$ cat src/rtl/ctr_timer_pkg.sv
package ctr_timer_pkg;
  // strobes from control to datapath
  typedef struct packed {
    logic load;    // capture start value and load the count
    logic dec;     // count <= count - 1
    logic reload;  // count <= captured start value
  } ctStrobe_t;
endpackage

$ cat src/rtl/ctr_timer_dp.sv
module ctr_timer_dp
  import ctr_timer_pkg::*;
#(
  parameter int BYTE_W = 8,
  localparam int CNT_W = 2 * BYTE_W
) (
  input  logic              clk,
  input  logic              rstN,
  input  logic              wrHi,
  input  logic              wrLo,
  input  logic [BYTE_W-1:0] wrData,
  input  ctStrobe_t         strobe,
  output logic [CNT_W-1:0]  countVal,
  output logic              atEnd
);
  logic [BYTE_W-1:0] preHi, preLo;
  logic [CNT_W-1:0]  shadow;

  always_ff @(posedge clk) begin
    if (!rstN) begin
      preHi <= '0;
      preLo <= '0;
    end else begin
      if (wrHi) preHi <= wrData;
      if (wrLo) preLo <= wrData;
    end
  end

  always_ff @(posedge clk) begin
    if (!rstN) begin
      shadow   <= '0;
      countVal <= '0;
    end else if (strobe.load) begin
      shadow   <= {preHi, preLo};
      countVal <= {preHi, preLo};
    end else if (strobe.reload) begin
      countVal <= shadow;
    end else if (strobe.dec) begin
      countVal <= countVal - CNT_W'(1);
    end
  end

  // terminal condition: this tick takes the count to zero (or it is already zero)
  assign atEnd = (countVal <= CNT_W'(1));
endmodule

$ cat src/rtl/ctr_timer_ctrl.sv
module ctr_timer_ctrl
  import ctr_timer_pkg::*;
#(
  parameter int PSC_W = 4
) (
  input  logic      clk,
  input  logic      rstN,
  input  logic      startCmd,
  input  logic      stopCmd,
  input  logic      modeTimer,
  input  logic      prescaleEn,
  input  logic      atEnd,
  output ctStrobe_t strobe,
  output logic      running,
  output logic      readyFlag,
  output logic      timerOut
);
  logic [PSC_W-1:0] psc;
  logic tick, haltNow;

  assign tick    = running && (!prescaleEn || (psc == '1));
  assign haltNow = stopCmd && !modeTimer;

  always_comb begin
    strobe        = '0;
    strobe.load   = startCmd;
    if (!startCmd && tick && !haltNow) begin
      strobe.reload = modeTimer && atEnd;
      strobe.dec    = !(modeTimer && atEnd);
    end
  end

  always_ff @(posedge clk) begin
    if (!rstN) begin
      running   <= 1'b0;
      readyFlag <= 1'b0;
      timerOut  <= 1'b1;
      psc       <= '0;
    end else if (startCmd) begin
      running   <= 1'b1;
      readyFlag <= 1'b0;
      timerOut  <= 1'b1;
      psc       <= '0;
    end else begin
      if (running && prescaleEn) psc <= psc + PSC_W'(1);
      if (haltNow) begin
        running   <= 1'b0;
        readyFlag <= 1'b0;
        timerOut  <= 1'b1;
      end else begin
        if (tick && atEnd) begin
          if (modeTimer) begin
            timerOut <= ~timerOut;
            if (!timerOut) readyFlag <= 1'b1;
          end else begin
            readyFlag <= 1'b1;
            timerOut  <= 1'b0;
          end
        end
        if (stopCmd) readyFlag <= 1'b0;
      end
    end
  end
endmodule

$ cat src/rtl/ctr_timer_top.sv
module ctr_timer_top
  import ctr_timer_pkg::*;
#(
  parameter int BYTE_W = 8,
  parameter int PSC_W  = 4,
  localparam int CNT_W = 2 * BYTE_W
) (
  input  logic              clk,
  input  logic              rstN,
  input  logic              wrHi,
  input  logic              wrLo,
  input  logic [BYTE_W-1:0] wrData,
  input  logic              startCmd,
  input  logic              stopCmd,
  input  logic              modeTimer,
  input  logic              prescaleEn,
  output logic [BYTE_W-1:0] countHi,
  output logic [BYTE_W-1:0] countLo,
  output logic              readyFlag,
  output logic              timerOut
);
  ctStrobe_t        strobe;
  logic [CNT_W-1:0] countVal;
  logic             atEnd;
  logic             running;

  ctr_timer_dp #(.BYTE_W(BYTE_W)) u_dp (
    .clk(clk), .rstN(rstN), .wrHi(wrHi), .wrLo(wrLo), .wrData(wrData),
    .strobe(strobe), .countVal(countVal), .atEnd(atEnd)
  );

  ctr_timer_ctrl #(.PSC_W(PSC_W)) u_ctrl (
    .clk(clk), .rstN(rstN), .startCmd(startCmd), .stopCmd(stopCmd),
    .modeTimer(modeTimer), .prescaleEn(prescaleEn), .atEnd(atEnd),
    .strobe(strobe), .running(running), .readyFlag(readyFlag),
    .timerOut(timerOut)
  );

  assign countHi = countVal[CNT_W-1:BYTE_W];
  assign countLo = countVal[BYTE_W-1:0];
endmodule

$ cat config.mk
export PLATFORM = sky130hd
export DESIGN_NAME = ctr_timer_top
export DESIGN_NICKNAME = d
export VERILOG_FILES = /design/src/rtl/ctr_timer_pkg.sv /design/src/rtl/ctr_timer_dp.sv /design/src/rtl/ctr_timer_ctrl.sv /design/src/rtl/ctr_timer_top.sv
export SDC_FILE = /design/constraint.sdc
export NUM_CORES = 1
export LEC_CHECK = 0
export BUFFER_PORTS_ARGS = -buffer_cell sky130_fd_sc_hd__buf_4
export CAP_MARGIN = 25
export CORE_ASPECT_RATIO = 1.5
export CORE_MARGIN = 5
export CORE_UTILIZATION = 40
export CTS_BUF_LIST = sky130_fd_sc_hd__clkbuf_8
export DETAILED_ROUTE_END_ITERATION = 12
export MAX_ROUTING_LAYER = met4
export PLACE_DENSITY_LB_ADDON = 0.12
export SKIP_LAST_GASP = 1
export SLEW_MARGIN = 20
export SYNTH_ARGS = -nofsm -noshare
export SYNTH_HDL_FRONTEND = slang
export SYNTH_SLANG_ARGS = --single-unit
$ cat constraint.sdc
create_clock -name clk -period 2.6 [get_ports clk]
set_input_delay 0.13 -clock clk [delete_from_list [all_inputs] [get_ports clk]]
set_output_delay 0.13 -clock clk [all_outputs]
set_load 0.005 [all_outputs]
==> results.toml <==
[place]
port_buffers = 33
placed_cells = 387
gp_congestion = 0.799
dp_slack_ns = 0.550
placed_cell_area_um2 = 2990
dp_hpwl_um = 4870

[floorplanning]
core-area_um2 = 6490
dieArea_um2 = 8410
boundaryPins = 34
initial_core_util_pct = 41.0
die_x_um = 76.6
rows = 36
fp.dieH_um = 110

[timing]
fin_crit_ns = 2.07
setup_viol = 0
clock_skew_ns = 0.00500
tns_ns = 0
final_hold_viol_count = 0
whs_ns = 0.0527
tightestPinTransition_ns = 0.676
relSlewSlack_pct = 54.5
fin_crit_sh_pct = 79.5
finalWorstSetupSlack_ns = 0.532
fmax_ghz = 0.484
rsz0062_at_grt = "no"
final_max_slew_viol_count = 0

[yosys]
synth.cell_area_um2 = 2660
yosys.area.top_type = "dfxtp_1"
ys.flop_type = "dfxtp_1"
postSynth.asyncResetShare_pct = 0
synth_cells = 287
synth.area.top_cells = "dfxtp_1, mux2i_1, nor2b_1"
ys_ff_latch = 55
ys_seq_area_share_pct = 41.4
synth.yosys.warnings = 0
synth.avg_cell_area_um2 = 9.26
synth_top_area_share_pct = 41.4
synth_edf_count = 0
synthDistinctLibCells = 50
synthesis.nets = 306

[hold_path]
hold_class = "in2reg"
worstHoldPathCells = 3

[setup_path]
cp-startpoint = "u_dp.countVal[9]"
worstSetupPathType = "reg2reg"
start_kind = "flop"
r2r_start = "u_dp.countVal[9]"
worst_ep_arrival_time_ns = 2.28
crit_fanout = 6
critical_path.endpoint_type = "flop"
r2r_end = "u_dp.countVal[14]"
cp-endpoint = "u_dp.countVal[14]"
rrSetupSlack_ns = 0.53
required_ns = 2.81
reg2reg_depth = 5

[clocking]
path_clk_slew_ns = 0.10
clock_sinks = 55
root_buffer = "clkbuf_8"
numCtsBuffers = 5
cts_setup_buffers = 0
ctsHoldBuffers = 0
cts_tree = "done"
cts_max_path_buffers = 2
htreeDepth = 2
cts-resized-gates = 0
clock_latency_ns = 0.31

[pwr]
p_leak_nw = 1.32
power_density_nw_per_um2 = 575
p_total_mw = 1.78
peakVddDrop_mv = 0.323

[drt]
drc = 0
routedWlPerCell_um = 16.7
drtAntennaViolNets = 0
drt_iter0_markers = 145
vias = 2181
totalWireLength_um = 6620
via_per_inst = 5.52
drt-pass1-iter-count = 4

[status]
outcome = "finished, final reports clean"

[global_routing]
antenna_found_initial = 0
grt_pass1_wl_um = 11000
grt_max_degree = 51
gr-total-overflow = 0
grt_pass1_vias = 2141
grt_usage_pct = 17.1

[finish]
finish.instance_area_um2 = 3090
antennaDiodeCount = 0
syn2layout_area_growth_pct = 16.3
stdcell_count = 395
num-nets-final = 337
drive_gt1_share_pct = 17.6
utilization_pct = 47.7

[flow_run]
drv_cap = 0
-- sequential cells by signal, summed over array words and instances (netlist names) --
| name | cells |
|---|---|
| u_ctrl.psc | 4 |
| u_ctrl.readyFlag | 1 |
| u_ctrl.running | 1 |
| u_ctrl.timerOut | 1 |
| u_dp.countVal | 16 |
| u_dp.preHi | 8 |
| u_dp.preLo | 8 |
| u_dp.shadow | 16 |
-- layout by cell type, fill, tap and decap left out, drive strengths merged, types with 3 or more instances in the layout --
cell type,synthesis,routed
a211o,3,3
a21boi,6,6
a21oi,15,15
buf,6,40
clkbuf,10,6
dfxtp,55,55
ha,3,3
inv,5,5
mux2i,35,35
nand2,30,30
nand3,13,13
nand4,3,3
nor2,12,12
nor2b,27,27
nor3,5,5
nor4,5,5
o21ai,5,5
o221ai,8,8
xnor2,7,7
xor2,6,6
-- power by group --
group	total, mW	switching (mW)	internal [mW]
Sequential	0.932	0.0486	0.883
Combinational	0.331	0.170	0.162
Clock	0.515	0.297	0.218
-- worst min-delay path by stage --
| stage | endpoint | startpoint |
|---|---|---|
| floorplan | u_ctrl.readyFlag | stopCmd |
| global placement | u_ctrl.readyFlag | stopCmd |
| detailed placement | u_ctrl.readyFlag | stopCmd |
| CTS | u_ctrl.readyFlag | stopCmd |
| global route | u_ctrl.readyFlag | stopCmd |
| finish | u_ctrl.readyFlag | stopCmd |
-- cell families after synthesis --
kind of cell	Yosys count	synth area share, %
AOI/OAI and AO/OA	51	13.7
xor gates and xnor gates	13	4.28
adders and majority gates	3	1.41
buffers and inverters	21	3.20
DFF	55	41.4
muxes	36	13.6
and+or+nand+nor	108	22.4
-- metal layers --
layer	part of all wire, %	track usage [%]	routed length, um
met1	44	19.9	2890
met2	51	29.5	3410
met3	3.4	3.52	223
met4	1.4	5.50	95
met5	0	-	0
-- final cells by class --
cell class,instances,area [um^2]
fill,664,3390
multi-input combinational,211,1480
sequential,55,1100
timing repair buffer,40,300
tap,76,95.1
clock buffer,6,82.6
inverter,5,18.8
clock inverter,2,16.3
-- cells in the mapped netlist, drive strengths merged (5+ instances only) --
cell type / n
dfxtp: 55
a21boi: 6
clkbuf: 10
buf: 6
xnor2: 7
nor2b: 27
nor3: 5
nor2: 12
nand3: 13
nor4: 5
xor2: 6
a21oi: 15
inv: 5
o221ai: 8
nand2: 30
mux2i: 35
o21ai: 5
-- critical path, cell delays in order (launching register included) --
cell     delay [ns]
dfxtp_1        0.39
or4_4          0.57
nor4_4         0.27
and3_1         0.35
nor2_2         0.06
a221o_1        0.31
Note: power is estimated with default switching activity, not from simulation.
